File: config.mk
export PLATFORM = sky130hd
export DESIGN_NAME = cfg_msr_mailbox
export DESIGN_NICKNAME = d
export VERILOG_FILES = /design/src/rtl/cfg_mbx_pkg.sv /design/src/rtl/cfg_mbx_decode.sv /design/src/rtl/cfg_mbx_timer.sv /design/src/rtl/cfg_mbx_engine.sv /design/src/rtl/cfg_msr_mailbox.sv
export SDC_FILE = /design/constraint.sdc
export NUM_CORES = 1
export LEC_CHECK = 0
export BUFFER_PORTS_ARGS = -buffer_cell sky130_fd_sc_hd__buf_4
export CAP_MARGIN = 30
export CORE_ASPECT_RATIO = 0.7
export CORE_MARGIN = 5
export CORE_UTILIZATION = 40
export CTS_BUF_LIST = sky130_fd_sc_hd__clkbuf_16
export DETAILED_ROUTE_END_ITERATION = 10
export PLACE_DENSITY = 0.63
export SYNTH_ARGS = -nofsm -noshare
export SYNTH_HDL_FRONTEND = slang
export SYNTH_SLANG_ARGS = --single-unit
File: constraint.sdc
create_clock -name clk -period 1.9 [get_ports clk]
set_input_delay 0.57 -clock clk [delete_from_list [all_inputs] [get_ports clk]]
set_output_delay 0.57 -clock clk [all_outputs]
set_load 0.01 [all_outputs]
File: src/rtl/cfg_mbx_pkg.sv
package cfg_mbx_pkg;
    localparam int CFG_AW  = 8;
    localparam int CFG_DW  = 32;
    localparam int REG_DW  = 64;
    localparam int LIMIT_W = 16;

    localparam logic [CFG_AW-1:0] OFS_CTRL = 8'hF0;
    localparam logic [CFG_AW-1:0] OFS_ADDR = 8'hF4;
    localparam logic [CFG_AW-1:0] OFS_DLO  = 8'hF8;
    localparam logic [CFG_AW-1:0] OFS_DHI  = 8'hFC;

    typedef enum logic [1:0] {
        ST_IDLE,
        ST_WAIT,
        ST_ORPHAN
    } mbx_state_t;

    typedef enum logic [2:0] {
        AC_HEADER,
        AC_CTRL,
        AC_ADDR,
        AC_DLO,
        AC_DHI,
        AC_OTHER
    } acc_kind_t;
endpackage

File: src/rtl/cfg_mbx_decode.sv
module cfg_mbx_decode
    import cfg_mbx_pkg::*;
(
    input  logic [CFG_AW-1:0] addr,
    output acc_kind_t         kind,
    output logic              hdr_id
);
    always_comb begin
        kind = AC_OTHER;
        if (addr[1:0] == 2'b00) begin
            if (addr[CFG_AW-1:4] == '0)  kind = AC_HEADER;
            else if (addr == OFS_CTRL)   kind = AC_CTRL;
            else if (addr == OFS_ADDR)   kind = AC_ADDR;
            else if (addr == OFS_DLO)    kind = AC_DLO;
            else if (addr == OFS_DHI)    kind = AC_DHI;
        end
    end

    assign hdr_id = (addr[3:2] == 2'b00);
endmodule

File: src/rtl/cfg_mbx_timer.sv
module cfg_mbx_timer #(
    parameter int W = 16
) (
    input  logic         clk,
    input  logic         rst_n,
    input  logic         run,
    input  logic [W-1:0] limit,
    output logic         expired
);
    logic [W-1:0] cnt_q;

    always_ff @(posedge clk or negedge rst_n) begin
        if (!rst_n)              cnt_q <= '0;
        else if (!run)           cnt_q <= '0;
        else if (cnt_q != limit) cnt_q <= cnt_q + 1'b1;
    end

    assign expired = run && (cnt_q == limit);
endmodule

File: src/rtl/cfg_mbx_engine.sv
module cfg_mbx_engine
    import cfg_mbx_pkg::*;
#(
    parameter logic [15:0]        DEV_ID   = 16'h0001,
    parameter logic [15:0]        VEN_ID   = 16'h0001,
    parameter logic [LIMIT_W-1:0] TMO_INIT = 16'd256
) (
    input  logic               clk,
    input  logic               rst_n,
    input  logic               cfg_req,
    input  logic               cfg_we,
    input  logic [CFG_DW-1:0]  cfg_wdata,
    input  acc_kind_t          kind,
    input  logic               hdr_id,
    input  logic               expired,
    output logic               cfg_ack,
    output logic               cfg_retry,
    output logic               cfg_timeout,
    output logic [CFG_DW-1:0]  cfg_rdata,
    output logic               msr_req,
    output logic               msr_we,
    output logic [CFG_DW-1:0]  msr_addr,
    output logic [REG_DW-1:0]  msr_wdata,
    output logic               msr_send_rsp,
    input  logic               msr_rsp_valid,
    input  logic [REG_DW-1:0]  msr_rsp_data,
    input  logic               msr_rsp_ssmi,
    input  logic               msr_rsp_excep,
    output mbx_state_t         state_o,
    output logic               en_o,
    output logic [LIMIT_W-1:0] limit_o
);
    mbx_state_t         state_q, state_d;
    logic               take, launch, rd_pend_q;
    logic               en_q, tmo_err_q, ssmi_q, excep_q;
    logic [LIMIT_W-1:0] limit_q;
    logic [CFG_DW-1:0]  addr_q, lo_q, ctrl_word, hdr_word;
    logic [REG_DW-1:0]  data_q;

    assign take      = cfg_req && !(cfg_ack || cfg_retry || cfg_timeout);
    assign launch    = take && en_q &&
                       ((kind == AC_DLO && !cfg_we) || (kind == AC_DHI && cfg_we));
    assign ctrl_word = {limit_q, 12'd0, excep_q, ssmi_q, tmo_err_q, en_q};
    assign hdr_word  = hdr_id ? {DEV_ID, VEN_ID} : '0;

    // state register
    always_ff @(posedge clk or negedge rst_n) begin
        if (!rst_n) state_q <= ST_IDLE;
        else        state_q <= state_d;
    end

    // transitions: launch, answered, expired, drained
    always_comb begin
        state_d = state_q;
        unique case (state_q)
            ST_IDLE:   if (launch)             state_d = ST_WAIT;
            ST_WAIT:   if (msr_rsp_valid)      state_d = ST_IDLE;
                       else if (expired)       state_d = ST_ORPHAN;
            ST_ORPHAN: if (msr_rsp_valid)      state_d = ST_IDLE;
            default:                           state_d = ST_IDLE;
        endcase
    end

    // outputs and register file
    always_ff @(posedge clk or negedge rst_n) begin
        if (!rst_n) begin
            cfg_ack      <= 1'b0;
            cfg_retry    <= 1'b0;
            cfg_timeout  <= 1'b0;
            cfg_rdata    <= '0;
            msr_req      <= 1'b0;
            msr_we       <= 1'b0;
            msr_addr     <= '0;
            msr_wdata    <= '0;
            msr_send_rsp <= 1'b0;
            rd_pend_q    <= 1'b0;
            en_q         <= 1'b1;
            tmo_err_q    <= 1'b0;
            ssmi_q       <= 1'b0;
            excep_q      <= 1'b0;
            limit_q      <= TMO_INIT;
            addr_q       <= '0;
            lo_q         <= '0;
            data_q       <= '0;
        end else begin
            cfg_ack     <= 1'b0;
            cfg_retry   <= 1'b0;
            cfg_timeout <= 1'b0;
            msr_req     <= 1'b0;
            unique case (state_q)
                ST_IDLE: if (take) begin
                    cfg_rdata <= '0;
                    if (launch) begin
                        msr_req      <= 1'b1;
                        msr_we       <= cfg_we;
                        msr_addr     <= addr_q;
                        msr_wdata    <= {cfg_wdata, lo_q};
                        msr_send_rsp <= cfg_we;
                        rd_pend_q    <= !cfg_we;
                    end else begin
                        cfg_ack <= 1'b1;
                        unique case (kind)
                            AC_HEADER: if (!cfg_we) cfg_rdata <= hdr_word;
                            AC_CTRL: begin
                                if (cfg_we) begin
                                    en_q      <= cfg_wdata[0];
                                    tmo_err_q <= tmo_err_q & ~cfg_wdata[1];
                                    ssmi_q    <= ssmi_q    & ~cfg_wdata[2];
                                    excep_q   <= excep_q   & ~cfg_wdata[3];
                                    limit_q   <= cfg_wdata[31:16];
                                end else begin
                                    cfg_rdata <= ctrl_word;
                                end
                            end
                            AC_ADDR: begin
                                if (cfg_we) addr_q    <= cfg_wdata;
                                else        cfg_rdata <= addr_q;
                            end
                            AC_DLO: if (cfg_we && en_q) lo_q <= cfg_wdata;
                            AC_DHI: if (!cfg_we && en_q) cfg_rdata <= data_q[63:32];
                            default: ;
                        endcase
                    end
                end
                ST_WAIT: begin
                    if (msr_rsp_valid) begin
                        cfg_ack <= 1'b1;
                        ssmi_q  <= ssmi_q  | msr_rsp_ssmi;
                        excep_q <= excep_q | msr_rsp_excep;
                        if (rd_pend_q) begin
                            data_q    <= msr_rsp_data;
                            cfg_rdata <= msr_rsp_data[31:0];
                        end else begin
                            cfg_rdata <= '0;
                        end
                    end else if (expired) begin
                        cfg_timeout <= 1'b1;
                        tmo_err_q   <= 1'b1;
                        cfg_rdata   <= rd_pend_q ? '1 : '0;
                    end
                end
                ST_ORPHAN: begin
                    if (msr_rsp_valid) begin
                        ssmi_q  <= ssmi_q  | msr_rsp_ssmi;
                        excep_q <= excep_q | msr_rsp_excep;
                    end
                    if (take) begin
                        cfg_retry <= 1'b1;
                        cfg_rdata <= '0;
                    end
                end
                default: ;
            endcase
        end
    end

    assign state_o = state_q;
    assign en_o    = en_q;
    assign limit_o = limit_q;
endmodule

File: src/rtl/cfg_msr_mailbox.sv
module cfg_msr_mailbox
    import cfg_mbx_pkg::*;
#(
    parameter logic [15:0]        DEV_ID   = 16'h0001,
    parameter logic [15:0]        VEN_ID   = 16'h0001,
    parameter logic [LIMIT_W-1:0] TMO_INIT = 16'd256
) (
    input  logic              clk,
    input  logic              rst_n,
    input  logic              cfg_req,
    input  logic              cfg_we,
    input  logic [CFG_AW-1:0] cfg_addr,
    input  logic [CFG_DW-1:0] cfg_wdata,
    output logic              cfg_ack,
    output logic              cfg_retry,
    output logic              cfg_timeout,
    output logic [CFG_DW-1:0] cfg_rdata,
    output logic              msr_req,
    output logic              msr_we,
    output logic [CFG_DW-1:0] msr_addr,
    output logic [REG_DW-1:0] msr_wdata,
    output logic              msr_send_rsp,
    input  logic              msr_rsp_valid,
    input  logic [REG_DW-1:0] msr_rsp_data,
    input  logic              msr_rsp_ssmi,
    input  logic              msr_rsp_excep
);
    acc_kind_t          kind;
    logic               hdr_id;
    logic               expired;
    mbx_state_t         mbx_state;
    logic               mbx_en;
    logic [LIMIT_W-1:0] limit;

    cfg_mbx_decode u_dec (
        .addr   (cfg_addr),
        .kind   (kind),
        .hdr_id (hdr_id)
    );

    cfg_mbx_timer #(.W(LIMIT_W)) u_tmr (
        .clk     (clk),
        .rst_n   (rst_n),
        .run     (mbx_state == ST_WAIT),
        .limit   (limit),
        .expired (expired)
    );

    cfg_mbx_engine #(
        .DEV_ID   (DEV_ID),
        .VEN_ID   (VEN_ID),
        .TMO_INIT (TMO_INIT)
    ) u_eng (
        .clk           (clk),
        .rst_n         (rst_n),
        .cfg_req       (cfg_req),
        .cfg_we        (cfg_we),
        .cfg_wdata     (cfg_wdata),
        .kind          (kind),
        .hdr_id        (hdr_id),
        .expired       (expired),
        .cfg_ack       (cfg_ack),
        .cfg_retry     (cfg_retry),
        .cfg_timeout   (cfg_timeout),
        .cfg_rdata     (cfg_rdata),
        .msr_req       (msr_req),
        .msr_we        (msr_we),
        .msr_addr      (msr_addr),
        .msr_wdata     (msr_wdata),
        .msr_send_rsp  (msr_send_rsp),
        .msr_rsp_valid (msr_rsp_valid),
        .msr_rsp_data  (msr_rsp_data),
        .msr_rsp_ssmi  (msr_rsp_ssmi),
        .msr_rsp_excep (msr_rsp_excep),
        .state_o       (mbx_state),
        .en_o          (mbx_en),
        .limit_o       (limit)
    );
endmodule

; ---- Yosys cells after proc, flatten, opt, wreduce, memory -nomap -nowiden
; Cells that the tools add are included.
[word_totals]
regBits = 300
in_bits = 111
output_inout_bits = 134
[op_classes]
n_addsub = 1
eq_ne = 24
n_mux = 58
n_bitwise = 9
n_reduce_logical = 31
[ops]
columns = op, n
row1 = $mux W32, 11
row2 = $pmux W32 S4, 1
row3 = $pmux W32 S3, 1
row4 = $eq A8 B8 Y1 const B, 4
row5 = $mux W16, 2
row6 = $mux W1, 28
row7 = $mux W17, 1
row8 = $add A16 B1 Y16 const B, 1
row9 = $eq A16 B16 Y1, 1
row10 = $ne A16 B16 Y1, 1
row11 = $mux W3, 5
row12 = $reduce_and A5 Y1, 3
row13 = $ne A2 B2 Y1 const B, 7
row14 = $reduce_and A3 Y1, 3
row15 = $logic_and A1 B1 Y1, 8
row16 = $mux W2, 4
row17 = $ne A2 B1 Y1 const B, 4
row18 = $pmux W1 S2, 4
row19 = $reduce_and A7 Y1, 1
row20 = $eq A3 B2 Y1 const B, 2
row21 = $logic_not A2 Y1, 3
row22 = $pmux W2 S3, 1
row23 = $reduce_and A6 Y1, 1
row24 = $logic_not A4 Y1, 1
row25 = 15 further kinds, 25

; ---- Longest topological paths before layout
; Gate-level depths: netlist (run 1).
[depth]
ltp_word = 14
mapped_depth = 10
mapped_depth_nobuf = 7

; ---- Cells and area by module
; A second synthesis (run 1) with hierarchy kept.
[unflattened]
hier_cells = 897
hier_area_um2 = 11787.6
[modules_own_cells]
columns = module, n_inst, cells_per_inst, area_per_inst_um2, seq_area_each_um2
row1 = cfg_mbx_engine, 1, 759, 10545.1, 6308.6
row2 = cfg_mbx_timer, 1, 127, 1154.9, 400.4
row3 = cfg_mbx_decode, 1, 10, 73.8, 0.0
row4 = cfg_msr_mailbox, 1, 1, 13.8, 0.0

; ---- Worst setup path after synthesis (run 1)
; Ideal clock, no wire load.
[synth_path]
path_type = input-to-reg
from = in cfg_addr[6]
to = reg u_eng.msr_addr[0]
setup_ns = 0.125
arrival_ns = 1.963
path_slack_ns = -0.188
path_stages = 7
n_path_buf = 3
cell_sequence = and4_1 > buf_4 > nand4_4 > or3b_4 > buf_12 > buf_12 > mux2_4
[synth_via]
elab_chain_cells = 12
elab_cells_between_ends = 18
[synth_rtl]
columns = element, line_no
row1 = start: declaration, cfg_msr_mailbox.sv:12  ; input logic [CFG_AW-1:0] cfg_addr,
row2 = $eq A8 B8 Y1, cfg_mbx_decode.sv:15  ; else if (addr == OFS_DHI) kind = AC_DHI;
row3 = $mux W1, cfg_mbx_decode.sv:15
row4 = $mux W3, cfg_mbx_decode.sv:14  ; else if (addr == OFS_DLO) kind = AC_DLO;
row5 = $mux W3, cfg_mbx_decode.sv:13  ; else if (addr == OFS_ADDR) kind = AC_ADDR;
row6 = $mux W3, cfg_mbx_decode.sv:12  ; else if (addr == OFS_CTRL) kind = AC_CTRL;
row7 = $mux W3 *, cfg_mbx_decode.sv:11  ; if (addr[CFG_AW-1:4] == '0) kind = AC_HEADER;
row8 = $mux W3 *, cfg_mbx_decode.sv:10  ; if (addr[1:0] == 2'b00) begin
row9 = $eq A3 B2 Y1 / $eq A3 B3 Y1 (equally long branches), cfg_mbx_engine.sv:42  ; ((kind == AC_DLO && !cfg_we) || (kind == AC_DHI && cfg_we));
row10 = $logic_and A1 B1 Y1, cfg_mbx_engine.sv:42
row11 = $logic_or A1 B1 Y1 *, cfg_mbx_engine.sv:42
row12 = $logic_and A1 B1 Y1 *, cfg_mbx_engine.sv:41  ; assign launch = take && en_q &&
row13 = $reduce_and A3 Y1 (no line) *, n/a
row14 = end signal: assignment, cfg_mbx_engine.sv:96  ; msr_addr <= addr_q;
row15 = end: declaration, cfg_mbx_engine.sv:22  ; output logic [CFG_DW-1:0] msr_addr,
; Mark *: on every way between the ends. The rest lies on a longest branch, timed or not.
; A chain may end at the register's enable or synchronous reset.

; ---- Worst setup path after layout (run 1)
[layout_path]
from = reg u_eng.cfg_retry
to = reg u_eng.msr_wdata[32]
[layout_via]
elab_chain_cells = 7
[layout_rtl]
columns = element, line_no
row1 = start: declaration, cfg_mbx_engine.sv:17  ; output logic cfg_retry,
row2 = start signal: assignment, cfg_mbx_engine.sv:68  ; cfg_retry <= 1'b0;
row3 = start signal: assignment, cfg_mbx_engine.sv:87  ; cfg_retry <= 1'b0;
row4 = start signal: assignment, cfg_mbx_engine.sv:148  ; cfg_retry <= 1'b1;
row5 = $logic_or A1 B1 Y1 * (2 in series), cfg_mbx_engine.sv:40  ; assign take = cfg_req && !(cfg_ack || cfg_retry || cfg_timeout);
row6 = $logic_not A1 Y1 *, cfg_mbx_engine.sv:40
row7 = $logic_and A1 B1 Y1 *, cfg_mbx_engine.sv:40
row8 = $logic_and A1 B1 Y1 (2 in series), cfg_mbx_engine.sv:41
row9 = $reduce_and A3 Y1 (no line) *, n/a
row10 = end signal: assignment, cfg_mbx_engine.sv:97  ; msr_wdata <= {cfg_wdata, lo_q};
row11 = end: declaration, cfg_mbx_engine.sv:23  ; output logic [REG_DW-1:0] msr_wdata,
; Marked as above.

==> impl_metrics.py, run 1 <==
metrics = {
    "power_and_ir_drop": {
        "powerDensity_nw_per_um2": 702,
        "total_power_w": 0.0121,
        "p_leak_nw": 8.92,
        "ir_drop_mv": 0.424,
    },
    "timing": {
        "period_needed_ns": 2.21,
        "setup_slack_ns": -0.313,
        "rsz0062_at_grt": "true",
        "fmax_ghz": 0.452,
        "maxSlewHeadroom_pct": 42.1,
        "slew_violations": 0,
        "fin_crit_sh_pct": 116,
        "tightestPinTransition_ns": 0.862,
        "finClkSkew_ns": 0.0196,
        "hold_viol_final": 0,
        "setup_violations": 211,
        "hold-worst-slack_ns": 0.229,
    },
    "worst_setup_path": {
        "worstPathRequired_ns": 2.34,
        "cp-end-kind": "flop",
        "arrival_ns": 2.66,
        "timing.rr.end": "u_eng.msr_wdata[32]",
        "critPathMaxFanout": 9,
        "rr_startpoint": "u_eng.cfg_retry",
        "reg2reg_slack_ns": -0.31,
        "crit_start": "u_eng.cfg_retry",
        "rr_worst_depth": 6,
        "worstSetupPathType": "flop to flop",
        "startpoint_type": "flop",
    },
    "cells_and_area": {
        "layout-drive-gt1-share_pct": 56.0,
        "synthToLayoutAreaGrowth_pct": 39.7,
        "final_util_pct": 57.1,
        "multi_input_area_um2": 5470,
        "post-route-cell-area_um2": 17300,
        "fin_nets": 1368,
        "mostFrequentLayoutCell": "buf_4",
        "seq_area_um2": 6710,
        "final_cell_mix": "buf_4 (332), dfrtp_1 (266), mux2_4 (151)",
        "fill_cells": 2441,
    },
    "global_route": {
        "antenna_found_initial": 0,
        "grt.total_usage_pct": 19.9,
        "grt_pass1_vias": 8879,
        "grt.overflow.total": 0,
        "grt_start_max_net_pins": 56,
        "grt_first_pass_wirelength_mm": 53.6,
    },
    "hold_path": {
        "worst_hold_path.num_cells": 2,
        "holdPathEnd": "u_eng.excep_q",
        "hold_path_class": "input port to flop",
        "hp-start": "msr_rsp_excep",
    },
    "clocking": {
        "clockBufferDepth": 3,
        "clock_sinks": 268,
        "cts-root-buf": "clkbuf_16",
        "cts_max_level": 1,
        "clk_pin_slew_ns": 0.06,
        "cts_tree": "built",
        "clk_latency_ns": 0.56,
        "numCtsBuffers": 28,
    },
    "drt": {
        "ant_nets": 0,
        "viasPerCell": 5.10,
        "detail_route.wl_per_cell_um": 21.6,
        "initialDrtViolationCount": 533,
        "wirelength_mm": 36.4,
        "firstDrtPassIters": 6,
        "vias": 8599,
        "drc": 0,
    },
    "run": {
        "cap_viol_max_count": 0,
    },
    "synth": {
        "synth_area_um2": 12400,
        "synth_edf_count": 0,
        "synth_flop_cell": "dfrtp_1",
        "ys_seq_elements": 268,
        "yosysWarnings": 0,
        "synth_cells": 891,
        "yosysSeqAreaShare_pct": 54.3,
        "ys_types": 57,
        "avgSynthCellArea_um2": 13.9,
        "async_reset_ff_share_pct": 100,
        "syn_nets": 1006,
    },
    "floorplan": {
        "coreArea_um2": 30200,
        "fp.dieArea_um2": 34500,
        "initial_core_util_pct": 40.8,
        "die_w_um": 220,
        "die_h_um": 157,
        "num_io_pins": 245,
        "num_rows": 53,
    },
    "place": {
        "placement.io_buffers": 244,
        "dp_hpwl_mm": 24.8,
        "gp_congestion": 0.831,
        "pre_cts_slack_ns": -0.420,
        "post_dp_cell_area_um2": 15300,
    },
    "run_status": {
        "status": "complete, but fails checks",
        "violations": "setup timing",
    },
}
==> metal layers <==
metal / vias up / wire length, µm / GRT usage [%]
met5: - / 0 / 0
met4: 0 / 615 / 3.39
met3: 44 / 2460 / 4.04
met2: 254 / 15200 / 28.0
met1: 4373 / 18100 / 32.0
li1: 3928 / - / -
==> kinds of logic (layout without fill, tap and decap cells) <==
group	count (synthesis)	after routing	share of synthesized area [%]
XOR/XNOR	17	17	1.21
flip-flops	268	268	54.3
multiplexers	262	262	26.6
buffers and inverters	80	463	4.46
AO/OA/AOI/OAI	119	119	5.85
adder cells (fa/ha/maj)	4	4	0.405
other	0	1	0
AND/OR/NAND/NOR	141	141	7.13
==> final cells by class <==
cell class / count / area share, %
Tap cell: 412 / 2.99
Timing Repair Buffer: 389 / 20.8
Multi-Input combinational cell: 543 / 31.7
Clock buffer: 28 / 4.06
Clock inverter: 23 / 1.07
Inverter: 23 / 0.500
Antenna cell: 1 / 0.0145
Sequential cell: 268 / 38.9
==> power breakdown <==
| group | switching, W | internal, W | total, W |
|---|---|---|---|
| Clock | 0.00232 | 0.00297 | 0.00529 |
| Sequential | 0.0000469 | 0.00575 | 0.00580 |
| Combinational | 0.000514 | 0.000511 | 0.00102 |
| Total | 0.00288 | 0.00923 | 0.0121 |
==> worst max path at each step <==
stage / end / depth (start not counted)
finish: u_eng.msr_wdata[32] / 6
CTS: u_eng.cfg_rdata[31] / 7
global route: u_eng.msr_wdata[32] / 6
floorplan: u_eng.msr_addr[0] / 7
global placement: u_eng.msr_addr[2] / 6
detailed placement: u_eng.msr_wdata[5] / 7
==> metrics by stage <==
| stage | setup TNS (ns) | std cells |
|---|---|---|
| final | -38.87 | 1687 |
| after global routing | -51.55 | 1686 |
| after CTS | -26.67 | 1665 |
| after detailed placement | -67.41 | 1597 |
| after global placement | -64.08 | 1597 |
| after floorplan | -22.60 | 891 |
==> synthesized netlist by cell type (4+ instances only) <==
master | number | area, µm²
dfrtp_1 | 266 | 6660
a31oi_1 | 9 | 56.3
a21oi_1 | 37 | 185
nand2_1 | 23 | 86.3
or4_1 | 4 | 30.0
mux2i_1 | 20 | 200
buf_12 | 10 | 200
mux2_4 | 97 | 1460
clkbuf_1 | 18 | 67.6
nor2b_1 | 39 | 244
ha_1 | 4 | 50.1
nand2b_1 | 4 | 25.0
inv_1 | 23 | 86.3
and4_1 | 4 | 35.0
nand4_1 | 14 | 87.6
mux2_2 | 131 | 1480
nor2_1 | 13 | 48.8
xnor2_1 | 16 | 140
a22oi_1 | 11 | 82.6
o22ai_1 | 22 | 138
o21ai_0 | 24 | 120
nand3_1 | 7 | 35.0
buf_2 | 12 | 60.1
buf_4 | 7 | 52.6
or3_1 | 9 | 56.3
buf_1 | 4 | 15.0
mux2_1 | 14 | 158
==> flip-flops by register name, summed over array words and instances (netlist names), 2 cells and up <==
register         count
u_eng.msr_wdata     64
u_eng.addr_q        32
u_eng.cfg_rdata     32
u_eng.data_q        32
u_eng.lo_q          32
u_eng.msr_addr      32
u_eng.limit_o       16
u_tmr.cnt_q         16
u_eng.state_o        2
==> critical path: stages, from the launching register on <==
cell and delay, ns:
dfrtp_1 0.41, nor4b_4 0.39, nand4_4 0.12, or3b_4 0.49, buf_12 0.20, clkbuf_16 0.18, mux2_4 0.30
==> repair_timing <==
item | CTS | global route
setup endpoints to repair | 181 | 234
endpoints found under the hold margin | 33 | 0
resized for setup | 58 | 57
buffers inserted | 10 | 6
hold buffers | 1 | 0
gates cloned | 6 | 20
pin swaps | 4 | 26
No activity file was read; power rests on OpenSTA's default activity.
==> inputs of run 2 (changes only) <==
CORE_UTILIZATION = 50   (was 40)
PLACE_DENSITY = 0.76   (was 0.63)
==> run 2 against run 1 <==
Against the previous run:
- fmax increased by 2.8%
- via count rose by 3.3%
- critical path depth stayed put
- first-iteration DRC count up 17%
- the run still ends with setup timing left
- sequential cell count did not move
- setup slack gained 0.060 ns
- combinational power rose by 14%
- die area down 19%
- critical endpoint is now u_eng.msr_wdata[14]
- power down 1.9%
- global-route usage increased by 4.4 points
- largest power group unchanged
- highest routed layer is now met5
- non-clock buffer count increased by 1
==> impl_metrics.py, run 2 (synthesis gave the netlist of run 1 again) <==
metrics = {
    "power_and_ir_drop": {
        "ir_drop_mv": 0.734,
        "p_leak_nw": 8.88,
        "powerDensity_nw_per_um2": 694,
    },
    "global_route": {
        "grt.overflow.total": 0,
        "grt_start_max_net_pins": 50,
        "antenna_found_initial": 2,
        "grt.total_usage_pct": 24.3,
        "grt_first_pass_wirelength_mm": 53.2,
        "grt_pass1_vias": 8892,
    },
    "cells_and_area": {
        "layout-drive-gt1-share_pct": 56.9,
        "final_util_pct": 69.9,
        "final_cell_mix": "buf_4 (333), dfrtp_1 (266), mux2_4 (152)",
        "seq_area_um2": 6710,
        "fill_cells": 1624,
        "fin_nets": 1369,
        "mostFrequentLayoutCell": "buf_4",
        "diodes": 0,
        "largest_register_ffs": 64,
        "synthToLayoutAreaGrowth_pct": 38.7,
        "post-route-cell-area_um2": 17100,
        "multi_input_area_um2": 5530,
        "regMostFlops": "u_eng.msr_wdata",
        "layout.cells.non_filler": 1600,
    },
    "worst_setup_path": {
        "critPathSlowestCell": "or3b_4",
        "cp_num_buf_inv": 2,
        "worstSetupPathType": "flop to flop",
        "critPathMaxFanout": 7,
        "critical_path.endpoint": "u_eng.msr_wdata[14]",
        "cp.depth": 6,
        "slowest_delay_ns": 0.48,
        "arrival_ns": 2.58,
        "worstPathRequired_ns": 2.33,
        "cp-end-kind": "flop",
        "rr_startpoint": "u_eng.cfg_retry",
        "reg2reg_slack_ns": -0.25,
        "timing.rr.end": "u_eng.msr_wdata[14]",
        "crit_start": "u_eng.cfg_retry",
        "cp_cell_sequence": "nor4b_4 -> nand4_4 -> or3b_4 -> buf_6 -> buf_16 -> mux2_4",
        "rr_worst_depth": 6,
        "crit_family": "simple AND/OR/NAND/NOR gates",
        "startpoint_type": "flop",
    },
    "floorplan": {
        "num_rows": 48,
        "num_io_pins": 245,
        "coreArea_um2": 24500,
        "die_h_um": 142,
        "initial_core_util_pct": 50.4,
        "die_w_um": 198,
        "fp.dieArea_um2": 28000,
    },
    "place": {
        "dp_hpwl_mm": 24.3,
        "placement.io_buffers": 244,
        "pre_cts_slack_ns": -0.704,
        "post_dp_cell_area_um2": 15200,
        "gp_congestion": 0.868,
        "place_inst": 1506,
    },
    "timing": {
        "fmax_ghz": 0.465,
        "setup_slack_ns": -0.253,
        "hold_viol_final": 0,
        "maxSlewHeadroom_pct": 29.3,
        "period_needed_ns": 2.15,
        "fin_crit_sh_pct": 113,
        "setup_violations": 217,
        "finalSetupTns_ns": -34.51,
        "slew_violations": 0,
        "finClkSkew_ns": 0.0120,
        "tightestPinTransition_ns": 1.05,
        "rsz0062_at_grt": "true",
    },
    "clocking": {
        "clk_latency_ns": 0.54,
        "clk_pin_slew_ns": 0.06,
        "clock_sinks": 268,
        "numCtsBuffers": 27,
        "clockBufferDepth": 3,
        "cts_max_level": 1,
        "cts-root-buf": "clkbuf_16",
        "cts_tree": "built",
    },
    "drt": {
        "firstDrtPassIters": 5,
        "ant_nets": 0,
        "viasPerCell": 5.55,
        "drc": 0,
        "vias": 8881,
        "wirelength_mm": 37.3,
        "detail_route.wl_per_cell_um": 23.3,
        "initialDrtViolationCount": 626,
    },
    "run_status": {
        "status": "complete, but fails checks",
        "violations": "setup timing",
    },
    "run": {
        "cap_viol_max_count": 0,
    },
    "hold_path": {
        "hold_path_class": "input port to flop",
        "hp-start": "msr_rsp_excep",
    },
}
-- run 2: changes by cell type in the layout (fill, tap and decap cells not counted), moves of 4 or more --
| cell | before | now |
|---|---|---|
| a21oi_2 | 4 | 8 |
| a21oi_1 | 33 | 29 |
| buf_12 | 15 | 19 |
| clkbuf_16 | 42 | 38 |
-- run 2: what timing repair did --
action,4_1_cts,5_1_grt
hold buffers,1,0
endpoints found under the hold margin,37,0
endpoints found under the setup margin,196,232
cloned,8,16
pin swaps,2,27
setup buffers,15,9
gates resized for setup,35,100
-- run 2: worst min path at each step --
stage | endpoint | slack [ns] | cells after the start
2_1_floorplan | u_eng.addr_q[0] | 0.27 | 0
3_3_place_gp | u_eng.excep_q | 0.48 | 1
3_5_place_dp | u_eng.excep_q | 0.48 | 1
4_1_cts | u_eng.excep_q | 0.22 | 2
5_1_grt | u_eng.excep_q | 0.23 | 2
6_report | u_eng.excep_q | 0.25 | 2
-- run 2: area by class of cell --
type	count	area share, %
Multi-Input combinational cell	544	32.3
Clock buffer	27	3.94
Sequential cell	268	39.2
Tap cell	325	2.37
Inverter	23	0.504
Clock inverter	23	0.738
Timing Repair Buffer	390	21.0
-- run 2: power breakdown --
group / internal, W / switching (W) / leakage (nW)
sequential: 0.00575 / 0.0000453 / 3.73
clock: 0.00261 / 0.00232 / 0.418
combinational: 0.000600 / 0.000562 / 4.73
total: 0.00896 / 0.00292 / 8.88
-- run 2: per-layer routing --
layer | GRT usage, % | wire length [µm] | vias to the layer above
met5 | 0 | 7 | -
met4 | 3.95 | 611 | 2
met3 | 5.67 | 3250 | 52
met2 | 35.7 | 16200 | 368
met1 | 37.5 | 17200 | 4532
li1 | - | - | 3927
-- run 2: through the flow --
stage	hold slack, ns	power [W]
after global placement	0.479	0.00681
after CTS	0.224	0.0117
final	0.247	0.0119
after global routing	0.233	0.0123
after floorplan	0.274	0.00622
after detailed placement	0.485	0.00682
==> inputs of run 3 (changes only) <==
MAX_ROUTING_LAYER = met4   (was not set)
==> run 3 against run 2 <==
Against the previous run:
- the run still ends with setup timing left
- clock skew decreased by 0.0032 ns
- register-to-register slack got worse by 0.07 ns
- fmax shrank 3.2%
- first-iteration DRC count fell by 13%
- via count grew 0.33%
- setup slack worse by 0.071 ns
==> impl_metrics.py, run 3 (synthesis gave the netlist of run 1 again) <==
metrics = {
    "worst_setup_path": {
        "rr_startpoint": "u_eng.cfg_ack",
        "arrival_ns": 2.65,
        "timing.rr.end": "u_eng.msr_wdata[15]",
        "cp-end-kind": "flop",
        "cp_num_buf_inv": 2,
        "worstSetupPathType": "flop to flop",
        "slowest_delay_ns": 0.56,
        "worstPathRequired_ns": 2.33,
        "rr_worst_depth": 6,
        "cp_cell_sequence": "nor4b_4 -> nand4_4 -> or3b_4 -> buf_12 -> buf_16 -> mux2_4",
        "reg2reg_slack_ns": -0.32,
        "crit_family": "simple AND/OR/NAND/NOR gates",
        "critPathMaxFanout": 6,
        "startpoint_type": "flop",
        "critPathSlowestCell": "or3b_4",
    },
    "drt": {
        "wl_met2_mm": 15.7,
        "drc": 0,
        "vias": 8910,
        "wl_met1_mm": 17.5,
        "firstDrtPassIters": 5,
        "detail_route.wl_per_cell_um": 22.9,
        "initialDrtViolationCount": 544,
        "viasPerCell": 5.56,
        "top_layer": "met4",
        "ant_nets": 0,
        "route.met3.wl_mm": 3.01,
        "wirelength_mm": 36.8,
    },
    "run_status": {
        "status": "complete, but fails checks",
        "violations": "setup timing",
    },
    "power_and_ir_drop": {
        "pwr-share-comb_pct": 9.0,
        "powerDensity_nw_per_um2": 709,
        "p_leak_nw": 8.89,
        "ir_drop_mv": 0.649,
        "switching_share_pct": 23.6,
        "switchingPower_w": 0.00287,
        "power_frac_seq_pct": 47.6,
        "p_clk_share_pct": 43.4,
        "p_int_w": 0.00931,
    },
    "cells_and_area": {
        "largest_register_ffs": 64,
        "synthToLayoutAreaGrowth_pct": 39.2,
        "fin_nets": 1370,
        "seq_area_um2": 6710,
        "mostFrequentLayoutCell": "buf_4",
        "layout-drive-gt1-share_pct": 56.7,
        "fill_cells": 1680,
        "multi_input_area_um2": 5490,
        "regMostFlops": "u_eng.msr_wdata",
        "post-route-cell-area_um2": 17200,
        "final_cell_mix": "buf_4 (334), dfrtp_1 (266), mux2_4 (150)",
    },
    "floorplan": {
        "num_io_pins": 245,
        "initial_core_util_pct": 50.4,
        "fp.dieArea_um2": 28000,
        "die_w_um": 198,
        "coreArea_um2": 24500,
        "num_rows": 48,
        "die_h_um": 142,
    },
    "global_route": {
        "grt_first_pass_wirelength_mm": 52.5,
        "grt_pass1_vias": 8920,
        "grt.total_usage_pct": 24.7,
        "grt_start_max_net_pins": 53,
        "grt.overflow.total": 0,
        "antenna_found_initial": 1,
    },
    "timing": {
        "slew_violations": 0,
        "setup_slack_ns": -0.323,
        "finalSetupTns_ns": -41.87,
        "hold_viol_final": 0,
        "fin_crit_sh_pct": 117,
        "finClkSkew_ns": 0.00877,
        "setup_violations": 218,
        "fmax_ghz": 0.450,
        "tightestPinTransition_ns": 0.980,
        "period_needed_ns": 2.22,
        "maxSlewHeadroom_pct": 34.1,
        "rsz0062_at_grt": "true",
    },
    "hold_path": {
        "worst_hold_path.num_cells": 2,
        "hp-start": "msr_rsp_ssmi",
        "holdPathEnd": "u_eng.ssmi_q",
        "hold_path_class": "input port to flop",
    },
    "place": {
        "placement.io_buffers": 244,
        "dp_hpwl_mm": 24.6,
        "post_dp_cell_area_um2": 15200,
        "gp_congestion": 0.870,
        "pre_cts_slack_ns": -0.503,
    },
    "clocking": {
        "clock_sinks": 268,
        "numCtsBuffers": 27,
        "clk_pin_slew_ns": 0.06,
        "clk_latency_ns": 0.55,
        "cts_max_level": 1,
        "cts-root-buf": "clkbuf_16",
        "cts_tree": "built",
        "clockBufferDepth": 3,
    },
    "run": {
        "cap_viol_max_count": 0,
    },
}
## run 3: how the worst max path moves through the flow
| stage | startpoint | end | slack [ns] | cells after the start |
|---|---|---|---|---|
| after global routing | u_eng.cfg_ack | u_eng.msr_addr[13] | -0.35 | 6 |
| after floorplan | cfg_addr[6] | u_eng.msr_addr[0] | -0.19 | 7 |
| after CTS | u_eng.limit_o[13] | u_eng.cfg_rdata[2] | -0.23 | 7 |
| final | u_eng.cfg_ack | u_eng.msr_wdata[15] | -0.32 | 6 |
| after detailed placement | cfg_addr[6] | u_eng.cfg_rdata[3] | -0.50 | 7 |
| after global placement | cfg_addr[5] | u_eng.msr_wdata[45] | -0.48 | 6 |
## run 3: repair_timing
item	4_1_cts	5_1_grt
setup buffers	8	11
resized for setup	44	83
hold buffers	1	0
cloned	10	13
endpoints found under the hold margin	31	0
setup endpoints to repair	179	234
pin swaps	16	26
## run 3: layout make-up
class	instances	area share [%]
Antenna cell	2	0.0291
Clock buffer	27	3.93
Clock inverter	23	1.14
Inverter	23	0.502
Multi-Input combinational cell	544	31.9
Sequential cell	268	39.0
Tap cell	325	2.37
Timing Repair Buffer	391	21.1
## run 3: metal layers
metal  up-vias  global-route usage [%]
li1       3935                       -
met1      4547                    37.5
met2       375                    34.6
met3        53                    5.91
met4         0                    3.88
met5         -                       -
## run 3: power by group through the flow
stage	sequential, W	clock (W)	combinational [W]
6_report	0.00580	0.00529	0.00110
5_1_grt	0.00580	0.00561	0.00117
4_1_cts	0.00580	0.00537	0.000991
2_1_floorplan	0.00590	0	0.000326
3_3_place_gp	0.00590	0	0.000919
3_5_place_dp	0.00590	0	0.000933
## run 3: through the flow
| stage | hold slack (ns) | util (%) | total power, W | instances |
|---|---|---|---|---|
| 3_5_place_dp | 0.484 | 62.1 | 0.00683 | 1511 |
| 5_1_grt | 0.236 | 70.2 | 0.0126 | 1602 |
| 3_3_place_gp | 0.480 | 62.1 | 0.00682 | 1511 |
| 4_1_cts | 0.236 | 67.4 | 0.0122 | 1580 |
| 6_report | 0.243 | 70.2 | 0.0122 | 1603 |
| 2_1_floorplan | 0.274 | - | 0.00622 | 891 |
